### src/rtl/irqc_pkg.sv
package irqc_pkg;

  typedef enum logic [1:0] {
    SRC_LEVEL = 2'd0,
    SRC_EDGE  = 2'd1,
    SRC_CFG   = 2'd2
  } src_kind_e;

  // number of configurable sources among indices below n
  function automatic int count_cfg(input logic [63:0] kinds, input int n);
    int c;
    c = 0;
    for (int j = 0; j < n; j++) begin
      if (kinds[2*j +: 2] == SRC_CFG) c++;
    end
    return c;
  endfunction

endpackage

### src/rtl/irqc_src.sv
module irqc_src (
  input  logic clk,
  input  logic rst_n,
  input  logic irq_i,
  input  logic edge_mode_i,
  input  logic force_i,
  input  logic clear_i,
  input  logic take_i,
  output logic pend_o
);

  logic prev_q;
  logic lat_q, lat_d, lat_en;
  logic rise;

  assign rise = irq_i & ~prev_q;

  always_comb begin
    lat_d = lat_q;
    if (!edge_mode_i)          lat_d = 1'b0;
    else if (clear_i)          lat_d = 1'b0;
    else if (rise || force_i)  lat_d = 1'b1;
    else if (take_i)           lat_d = 1'b0;
  end

  assign lat_en = (lat_d != lat_q);

  always_ff @(posedge clk or negedge rst_n) begin
    if (!rst_n) prev_q <= 1'b0;
    else        prev_q <= irq_i;
  end

  always_ff @(posedge clk or negedge rst_n) begin
    if (!rst_n)      lat_q <= 1'b0;
    else if (lat_en) lat_q <= lat_d;
  end

  assign pend_o = edge_mode_i ? lat_q : irq_i;

  // a latched edge request persists while nothing removes it
  p_edge_hold_r6: assert property (@(posedge clk) disable iff (!rst_n)
    (edge_mode_i && pend_o && !clear_i && !take_i) |=> (!edge_mode_i || pend_o));

  // clear drops the latch of an edge source
  p_clear_r8: assert property (@(posedge clk) disable iff (!rst_n)
    (edge_mode_i && clear_i) |=> (!edge_mode_i || !lat_q));

  // force without clear sets the latch
  p_force_r8: assert property (@(posedge clk) disable iff (!rst_n)
    (edge_mode_i && force_i && !clear_i) |=> (!edge_mode_i || pend_o));

endmodule

### src/rtl/irqc_pick.sv
module irqc_pick #(
  parameter int NSRC = 10,
  localparam int VW = (NSRC > 1) ? $clog2(NSRC) : 1
) (
  input  logic            clk,
  input  logic            rst_n,
  input  logic [NSRC-1:0] req_i,
  output logic            valid_o,
  output logic [VW-1:0]   idx_o
);

  always_comb begin
    valid_o = 1'b0;
    idx_o   = '0;
    for (int i = NSRC - 1; i >= 0; i--) begin
      if (req_i[i]) begin
        valid_o = 1'b1;
        idx_o   = VW'(i);
      end
    end
  end

  // winner is pending and no lower index is pending
  p_lowest_wins_r3: assert property (@(posedge clk) disable iff (!rst_n)
    valid_o |-> (req_i[idx_o] &&
                 ((req_i & ((NSRC'(1) << idx_o) - NSRC'(1))) == '0)));

endmodule

### src/rtl/irqc_svc.sv
module irqc_svc #(
  parameter int NSRC = 10,
  localparam int VW = (NSRC > 1) ? $clog2(NSRC) : 1
) (
  input  logic            clk,
  input  logic            rst_n,
  input  logic            nest_en_i,
  input  logic            take_i,
  input  logic [VW-1:0]   take_idx_i,
  input  logic            rti_i,
  output logic [NSRC-1:0] allow_o,
  output logic            idle_o
);

  logic [NSRC-1:0] svc_q, svc_d;
  logic            svc_en;

  always_comb begin
    svc_d = svc_q;
    if (rti_i)  svc_d = svc_d & (svc_d - NSRC'(1));
    if (take_i) svc_d = svc_d | (NSRC'(1) << take_idx_i);
  end

  assign svc_en = rti_i | take_i;

  always_ff @(posedge clk or negedge rst_n) begin
    if (!rst_n)      svc_q <= '0;
    else if (svc_en) svc_q <= svc_d;
  end

  assign idle_o = (svc_q == '0);

  always_comb begin
    logic acc;
    acc = 1'b0;
    for (int i = 0; i < NSRC; i++) begin
      acc        = acc | svc_q[i];
      allow_o[i] = nest_en_i ? ~acc : idle_o;
    end
  end

  // a request is only taken when the service discipline allows it
  p_take_allowed_r11: assert property (@(posedge clk) disable iff (!rst_n)
    take_i |-> allow_o[take_idx_i]);

  // a return alone retires exactly one service
  p_rti_pop_r12: assert property (@(posedge clk) disable iff (!rst_n)
    (rti_i && !take_i && !idle_o) |=>
      ($countones(svc_q) == $countones($past(svc_q)) - 1));

endmodule

### src/rtl/irqc_top.sv
module irqc_top #(
  parameter int NSRC = 10,
  // 2 bits per source, index 0 in the low bits: 0 level, 1 edge, 2 configurable
  parameter logic [2*NSRC-1:0] SRC_KIND = 20'b00_01_01_10_10_01_00_00_10_01,
  parameter logic [NSRC-1:0]   NOMASK   = 10'b00_0000_0001,
  localparam int VW   = (NSRC > 1) ? $clog2(NSRC) : 1,
  localparam int NCFG = irqc_pkg::count_cfg(64'(SRC_KIND), NSRC),
  localparam int CW   = NCFG + 1
) (
  input  logic            clk,
  input  logic            rst_n,
  input  logic [NSRC-1:0] irq_i,
  input  logic            msk_we_i,
  input  logic [NSRC-1:0] msk_wdata_i,
  input  logic            ctl_we_i,
  input  logic [CW-1:0]   ctl_wdata_i,
  input  logic            fc_we_i,
  input  logic [NSRC-1:0] fc_force_i,
  input  logic [NSRC-1:0] fc_clear_i,
  input  logic            gie_set_i,
  input  logic            gie_clr_i,
  input  logic            ack_i,
  input  logic            rti_i,
  output logic            irq_valid_o,
  output logic [VW-1:0]   irq_vec_o
);
  import irqc_pkg::*;

  logic [NSRC-1:0] mask_q, mask_d;
  logic [CW-1:0]   ctl_q, ctl_d;
  logic            gie_q, gie_d, gie_en;
  logic            blank_q;
  logic            nest_q;

  logic [NSRC-1:0] pend, allow, req, take_vec;
  logic            pick_valid, take, svc_idle;
  logic [VW-1:0]   pick_idx;

  // ---------------- configuration registers ----------------
  always_comb begin
    mask_d = msk_we_i ? msk_wdata_i : mask_q;
    ctl_d  = ctl_we_i ? ctl_wdata_i : ctl_q;
    gie_d  = gie_clr_i ? 1'b0 : 1'b1;
    gie_en = gie_clr_i | gie_set_i;
  end

  always_ff @(posedge clk or negedge rst_n) begin
    if (!rst_n)        mask_q <= '0;
    else if (msk_we_i) mask_q <= mask_d;
  end

  always_ff @(posedge clk or negedge rst_n) begin
    if (!rst_n)        ctl_q <= '0;
    else if (ctl_we_i) ctl_q <= ctl_d;
  end

  always_ff @(posedge clk or negedge rst_n) begin
    if (!rst_n)      gie_q <= 1'b1;
    else if (gie_en) gie_q <= gie_d;
  end

  always_ff @(posedge clk or negedge rst_n) begin
    if (!rst_n) blank_q <= 1'b0;
    else        blank_q <= msk_we_i;
  end

  assign nest_q = ctl_q[NCFG];

  // ---------------- per-source capture ----------------
  assign take_vec = take ? (NSRC'(1) << pick_idx) : '0;

  for (genvar g = 0; g < NSRC; g++) begin : g_src
    localparam logic [1:0] KIND = SRC_KIND[2*g +: 2];
    localparam int         RANK = count_cfg(64'(SRC_KIND), g);
    logic edge_mode;

    if (KIND == SRC_EDGE) begin : g_edge
      assign edge_mode = 1'b1;
    end else if (KIND == SRC_CFG) begin : g_cfg
      assign edge_mode = ctl_q[RANK];
    end else begin : g_level
      assign edge_mode = 1'b0;
    end

    irqc_src u_src (
      .clk         (clk),
      .rst_n       (rst_n),
      .irq_i       (irq_i[g]),
      .edge_mode_i (edge_mode),
      .force_i     (fc_we_i & fc_force_i[g]),
      .clear_i     (fc_we_i & fc_clear_i[g]),
      .take_i      (take_vec[g]),
      .pend_o      (pend[g])
    );
  end

  // ---------------- selection ----------------
  assign req = pend & (mask_q | NOMASK) & allow;

  irqc_pick #(.NSRC(NSRC)) u_pick (
    .clk     (clk),
    .rst_n   (rst_n),
    .req_i   (req),
    .valid_o (pick_valid),
    .idx_o   (pick_idx)
  );

  assign irq_valid_o = pick_valid & gie_q & ~blank_q;
  assign irq_vec_o   = pick_idx;
  assign take        = irq_valid_o & ack_i;

  irqc_svc #(.NSRC(NSRC)) u_svc (
    .clk        (clk),
    .rst_n      (rst_n),
    .nest_en_i  (nest_q),
    .take_i     (take),
    .take_idx_i (pick_idx),
    .rti_i      (rti_i),
    .allow_o    (allow),
    .idle_o     (svc_idle)
  );

  // the cycle after a mask write presents nothing
  p_blank_after_mask_r4: assert property (@(posedge clk) disable iff (!rst_n)
    msk_we_i |=> !irq_valid_o);

  // global disable silences the output
  p_global_off_r10: assert property (@(posedge clk) disable iff (!rst_n)
    gie_clr_i |=> !irq_valid_o);

  // a presented maskable source has its mask bit set
  p_mask_gate_r2: assert property (@(posedge clk) disable iff (!rst_n)
    (irq_valid_o && !NOMASK[irq_vec_o]) |-> mask_q[irq_vec_o]);

  // without nesting, presentation only happens with nothing in service
  p_serial_r11: assert property (@(posedge clk) disable iff (!rst_n)
    (irq_valid_o && !nest_q) |-> svc_idle);

endmodule

### config.mk
export PLATFORM = sky130hd
export DESIGN_NAME = irqc_top
export DESIGN_NICKNAME = d
export VERILOG_FILES = /design/src/rtl/irqc_pkg.sv /design/src/rtl/irqc_src.sv /design/src/rtl/irqc_pick.sv /design/src/rtl/irqc_svc.sv /design/src/rtl/irqc_top.sv
export SDC_FILE = /design/constraint.sdc
export NUM_CORES = 1
export LEC_CHECK = 0
export ABC_AREA = 1
export ABC_CLOCK_PERIOD_IN_PS = 1950
export BUFFER_PORTS_ARGS = -buffer_cell sky130_fd_sc_hd__clkbuf_2
export CAP_MARGIN = 20
export CORE_MARGIN = 2
export CORE_UTILIZATION = 47
export CTS_CLUSTER_SIZE = 28
export DETAILED_ROUTE_END_ITERATION = 16
export PLACE_DENSITY = 0.76
export SLEW_MARGIN = 20
export SYNTH_ARGS = -nofsm -noshare
export SYNTH_HDL_FRONTEND = slang
export SYNTH_SLANG_ARGS = --single-unit
### constraint.sdc
create_clock -name clk -period 1.95 [get_ports clk]
set_input_delay 0.0975 -clock clk [delete_from_list [all_inputs] [get_ports clk]]
set_output_delay 0.0975 -clock clk [all_outputs]
set_load 0.02 [all_outputs]
# Yosys cells after proc, flatten, opt, wreduce, memory -nomap -nowiden
# Index checks and enable logic that the tools add are counted.
word_totals:
  reg_bits: 40
  inputBits: 53
  out_inout_bits: 5
  wordCells: 154
classes:
  addsub: 1
  eq_ne: 7
  shift: 1
  muxes: 61
  n_bitwise: 57
  reduce_logical: 8
ops:
  columns: ["cell", "n"]
  rows:
  - ["2-to-1 mux 1 bit", 48]
  - ["2-to-1 mux 4 bit", 10]
  - ["AND 10 bit", 3]
  - ["AND 1 bit", 24]
  - ["2-to-1 mux 10 bit", 2]
  - ["NOT 1 bit", 18]
  - ["OR 1 bit", 11]
  - ["zero test 10 bit", 1]
  - ["OR 10 bit", 1]
  - ["<< shifter 1 x 4 -> 10 bit, first input constant", 1]
  - ["subtractor 10 x 1 -> 10 bit, second input constant", 1]
  - ["2-to-1 mux 9 bit", 1]
  - ["logical OR 1 bit", 7]
  - ["inequality test 1 bit", 7]

# Logic depth before layout (Yosys ltp)
logic_depth:
  ltp_word: 31
  ltp_mapped: 16
  depth_no_buf: 16

# Hierarchy
# A second synthesis with hierarchy kept.
hier_totals:
  cells_unflattened: 418
  hier_area_um2: 2751.4
by_module_without_submodules:
  columns: ["mod", "n_inst", "cells_each", "area_per_inst_um2", "seq_area_each_um2"]
  rows:
  - ["irqc_src", 10, 15, 102.6, 50.0]
  - ["irqc_top", 1, 150, 968.4, 376.6]
  - ["irqc_svc", 1, 90, 636.9, 250.2]
  - ["irqc_pick", 1, 28, 120.1, 0.0]

# Least setup slack after synthesis
# No wires, ideal clock.
synth_path:
  path_type: "reg2reg"
  startpoint: "register u_svc.svc_q[0]"
  endpoint: "register g_src[6].u_src.lat_q"
  setup_time_ns: 0.124
  arrival_ns: 1.757
  required_ns: 1.826
  setup_slack_ns: 0.069
  path_stages_with_launch: 14
  cell_sequence: "dfrtp_1 nor2_4 nand2_4 nor2_4 nand2_4 nand2_4 o21ai_2 a21boi_2 nor2_4 inv_2 nor2_1 nand2_1 nand2_1 a21oi_1"
synth_between:
  elab_cells_between_ends: 61
  classes_between: "1 x eq/ne; 1 x shift; 35 x mux; 23 x bitwise; 1 x reduce/logical"
synth_rtl:
  columns: ["element", "line_no", "rtl"]
  rows:
  - ["from (decl)", "irqc_svc.sv:15", "logic [NSRC-1:0] svc_q, svc_d;"]
  - ["from (signal assigned)", "irqc_svc.sv:28", "else if (svc_en) svc_q <= svc_d;"]
  - ["OR 1 bit (8 in a row)", "irqc_svc.sv:37", "acc = acc | svc_q[i];"]
  - ["NOT 1 bit", "irqc_svc.sv:38", "allow_o[i] = nest_en_i ? ~acc : idle_o;"]
  - ["2-to-1 mux 1 bit", "irqc_svc.sv:38", null]
  - ["AND 10 bit (*)", "irqc_top.sv:98", "assign req = pend & (mask_q | NOMASK) & allow;"]
  - ["2-to-1 mux 4 bit (8 in a row)", "irqc_pick.sv:16", "if (req_i[i]) begin"]
  - ["2-to-1 mux 4 bit (*)", "irqc_pick.sv:16", null]
  - ["named net irq_vec_o[1]", "irqc_top.sv:25", "output logic [VW-1:0] irq_vec_o"]
  - ["<< shifter 1 x 4 -> 10 bit (*)", null, null]
  - ["2-to-1 mux 9 bit (*)", "irqc_top.sv:70", "assign take_vec = take ? (NSRC'(1) << pick_idx) : '0;"]
  - ["2-to-1 mux 1 bit (*)", "irqc_src.sv:23", "else if (take_i) lat_d = 1'b0;"]
  - ["2-to-1 mux 1 bit (*)", "irqc_src.sv:22", "else if (rise || force_i) lat_d = 1'b1;"]
  - ["2-to-1 mux 1 bit (*)", "irqc_src.sv:21", "else if (clear_i) lat_d = 1'b0;"]
  - ["2-to-1 mux 1 bit (*)", "irqc_src.sv:20", "if (!edge_mode_i) lat_d = 1'b0;"]
  - ["inequality test 1 bit", "irqc_src.sv:26", "assign lat_en = (lat_d != lat_q);"]
  - ["to (signal assigned)", "irqc_src.sv:35", "else if (lat_en) lat_q <= lat_d;"]
  - ["to (decl)", "irqc_src.sv:13", "logic lat_q, lat_d, lat_en;"]
# Mark *: on every way through the listed nets, which the timed path passes. The rest lies on a longest branch.
# A chain may end at the register's enable or synchronous reset.

# Worst setup path in the final report
layout_path:
  startpoint: "register u_svc.svc_q[0]"
  endpoint: "register g_src[8].u_src.lat_q"
layout_between:
  elab_chain_cells: 30
  elab_cells_between_ends: 60
  classes_between: "1 x eq/ne; 1 x shift; 34 x mux; 23 x bitwise; 1 x reduce/logical"
layout_lines:
  columns: ["element", "line_no", "rtl"]
  rows:
  - ["OR 1 bit (9 in a row)", "irqc_svc.sv:37", null]
  - ["NOT 1 bit", "irqc_svc.sv:38", null]
  - ["2-to-1 mux 1 bit", "irqc_svc.sv:38", null]
  - ["AND 10 bit (*)", "irqc_top.sv:98", null]
  - ["2-to-1 mux 1 bit (10 in a row)", "irqc_pick.sv:16", null]
  - ["AND 1 bit (2 in a row)", "irqc_top.sv:108", "assign irq_valid_o = pick_valid & gie_q & ~blank_q;"]
  - ["AND 1 bit", "irqc_top.sv:110", "assign take = irq_valid_o & ack_i;"]
  - ["2-to-1 mux 9 bit (*)", "irqc_top.sv:70", null]
  - ["2-to-1 mux 1 bit (*)", "irqc_src.sv:23", null]
  - ["2-to-1 mux 1 bit (*)", "irqc_src.sv:22", null]
  - ["2-to-1 mux 1 bit (*)", "irqc_src.sv:21", null]
  - ["inequality test 1 bit", "irqc_src.sv:26", null]
  - ["to (signal assigned)", "irqc_src.sv:35", null]
  - ["to (decl)", "irqc_src.sv:13", null]
# Every way passes the cells marked *; elsewhere a longest branch is shown, timed or not.

==> results.json <==
{
  "syn_area_per_cell_sq_um": 8.862,
  "cts_inserted_buffers": 5,
  "dr.pass1.iters": 4,
  "seq_power_share_pct": 35.9,
  "outcome": "finished with violations",
  "gr-usage-all-layers_pct": 22.52,
  "vdd_drop_max_uv": 610.4,
  "met3_usage_pct": 5.339,
  "max_cap_violations": 0,
  "setup_viol": 21,
  "fmax_mhz": 468.0,
  "htreeDepth": 2,
  "fin_crit_sh_pct": 109.6,
  "grt_use_met2_pct": 37.67,
  "dp_hpwl_mm": 3.605,
  "core_sq_mm": 0.004086,
  "antenna_found_initial": 0,
  "portBuffers": 50,
  "routabilityCongestion": 0.8523,
  "layout_commonest_cell": "nand2_1",
  "grtUsageMet1_pct": 27.81,
  "min_period_ns": 2.137,
  "syn_area_sq_mm": 0.002038,
  "busiest_layer": "met2",
  "wire_per_inst_microns": 13.72,
  "max-slew-margin-rel_pct": 74.21,
  "drt_iter0_drc": 94,
  "rr_worst_depth": 13,
  "clkTransAtPathRegs_ns": 0.08,
  "clk_latency_ns": 0.30,
  "grt_pass1_wl_mm": 8.707,
  "drive_above_1_share_pct": 47.02,
  "endpoint_kind": "flop",
  "comb_power_share_pct": 42.2,
  "synthCells": 230,
  "routed_wl_mm": 5.062,
  "drc": 0,
  "rows": 23,
  "fin_skew_ns": 0.009541,
  "hold_slack_ns": 0.004166,
  "fin_nets": 371,
  "grt_max_degree": 16,
  "start_util_pct": 49.88,
  "fp.dieH_microns": 69.85,
  "via_per_inst": 5.133,
  "power.density_mw_per_mm2": 873.7,
  "finalHoldViolations": 0,
  "first_global_vias": 1955,
  "n_antenna_cell": 0,
  "cp_data_required_time_ns": 2.13,
  "tns_ns": -2.254,
  "hold_path_depth": 3,
  "clkPwrFrac_pct": 22.0,
  "crit_type": "flop to flop",
  "ys_warn_count": 0,
  "io_pins": 58,
  "arrival_ns": 2.31,
  "rsz0062_at_grt": "true",
  "fin_ws_ns": -0.1868,
  "cp-start-kind": "flop",
  "grt_overflow": 0,
  "violations": "negative setup slack",
  "antenna_left": 0,
  "vias": 1894,
  "clockBufferDepth": 2,
  "worst_pin_slew_ns": 0.3834,
  "crit_fanout": 5,
  "p_switching_w": 0.0009263,
  "clock-sinks": 39,
  "syn2layout_area_growth_pct": 42.30,
  "ys_seq_elements": 39,
  "die_w_microns": 69.85,
  "p_int_w": 0.001608,
  "dieArea_sq_mm": 0.004879,
  "p_sw_share_pct": 36.56,
  "ys_seq_area_share_pct": 47.94,
  "p_leak_nw": 1.482,
  "min_path_type": "input pin to flop",
  "cts_tree": "done",
  "synth_fp_nets": 283,
  "clockRootBuffer": "clkbuf_8",
  "slew_viol_final": 0,
  "synth_cell_types": 31,
  "final_cell_mix": "nand2_1, clkbuf_2, dfrtp_1"
}
-- kinds of logic after synthesis --
logic type / count (synthesis) / share of synthesized area [%]
flops: 39 / 47.94
mux: 10 / 5.525
simple gates: 104 / 26.70
compound gates: 46 / 14.06
buf+inv: 31 / 5.770
-- synth_stat cells --
cell | instances | area share, %
o21bai_1 | 2 | 0.74
clkinv_2 | 1 | 0.25
a21oi_1 | 7 | 1.7
o31ai_1 | 1 | 0.37
o21ai_1 | 4 | 0.98
a21boi_0 | 1 | 0.37
a21boi_2 | 1 | 0.55
mux2_2 | 10 | 5.5
nand2_2 | 6 | 1.8
nand4_1 | 1 | 0.31
o211ai_1 | 2 | 0.74
a22oi_1 | 7 | 2.6
clkbuf_1 | 2 | 0.37
nand3_1 | 8 | 2.0
o21ai_2 | 2 | 0.86
inv_2 | 6 | 1.1
nand2_4 | 4 | 2.2
nor2_4 | 4 | 2.2
dfrtp_1 | 38 | 47
nor2_8 | 1 | 0.98
dfstp_2 | 1 | 1.3
nand3_4 | 1 | 0.86
nor2_2 | 3 | 0.92
nand2_1 | 55 | 10
a21boi_1 | 4 | 1.5
or2_1 | 1 | 0.31
or2_2 | 3 | 0.92
nor2_1 | 14 | 2.6
nand3_2 | 3 | 1.5
o21ai_0 | 15 | 3.7
inv_1 | 22 | 4.1
-- state kept, by name (all words and copies together) (netlist names) --
| signal | cells |
|---|---|
| mask_q | 9 |
| u_svc.svc_q | 10 |
| blank_q | 1 |
| g_src.u_src.lat_q | 7 |
| ctl_q | 4 |
| gie_q | 1 |
| g_src.u_src.prev_q | 7 |
-- routing by layer --
metal,routed length (microns),part of all wire [%],up-vias
met3,274,5.4,11
li1,-,-,927
met5,0,0,-
met4,126,2.5,0
met2,2592,51,58
met1,2069,41,898
-- through the flow --
step                      setup slack [ns]  std cells  total power (W)  utilization, %  area (sq um)
after floorplan                    0.06871        230         0.001416               -          2038
after global placement            -0.02656        340         0.001648           59.55          2434
after detailed placement          -0.07256        340         0.001668           59.55          2434
after CTS                          -0.1398        367         0.002440           68.74          2809
after global routing               -0.3142        369         0.002680           70.97          2900
final                              -0.1868        369         0.002534           70.97          2900
-- power by group through the flow --
| stage | Clock (W) | Combinational (W) | Sequential [W] |
|---|---|---|---|
| 2_1_floorplan | 0 | 0.000502 | 0.000914 |
| 3_3_place_gp | 0 | 0.000730 | 0.000917 |
| 3_5_place_dp | 0 | 0.000747 | 0.000921 |
| 4_1_cts | 0.000573 | 0.000961 | 0.000906 |
| 5_1_grt | 0.000605 | 0.00116 | 0.000916 |
| 6_report | 0.000557 | 0.00107 | 0.000909 |
-- cell type report --
| class | instances | area [sq um] |
|---|---|---|
| inverters | 29 | 111.4 |
| multi-input cells | 161 | 1074 |
| clock inverters | 3 | 25.02 |
| fillers | 322 | 1186 |
| clock buffers | 5 | 68.82 |
| well taps | 50 | 62.56 |
| repair buffers | 82 | 580.6 |
| flip-flops and latches | 39 | 978.4 |
-- final timing paths --
path / startpoint / end / slack, ns
max: u_svc.svc_q[0] / g_src[8].u_src.lat_q / -0.19
max reg2reg: u_svc.svc_q[0] / g_src[8].u_src.lat_q / -0.19
min in group asynchronous: rst_n / u_svc.svc_q[0] / 0.23
max in group asynchronous: rst_n / gie_q / 1.16
min reg2reg: mask_q[8] / mask_q[8] / 0.52
min: ctl_wdata_i[3] / ctl_q[3] / 0.004
-- critical path, stage by stage, from the launching register on --
cell	delay, ns
dfrtp_1	0.41
nor2_4	0.18
nand2_4	0.08
nor2_4	0.19
nand2_1	0.08
or2_1	0.23
nand2_2	0.10
inv_2	0.04
nand3_2	0.09
nand3_4	0.14
nor2_1	0.20
nand3_2	0.12
nand2_1	0.10
a21boi_2	0.05
-- repair_timing --
action,4_1_cts,5_1_grt
endpoints found under the hold margin,22,0
endpoints found under the setup margin,13,22
resized for setup,25,22
buffers inserted,8,2
pin swaps,16,20
gates cloned,1,0
hold buffers,10,0
Note: power is estimated with default switching activity, not from simulation.
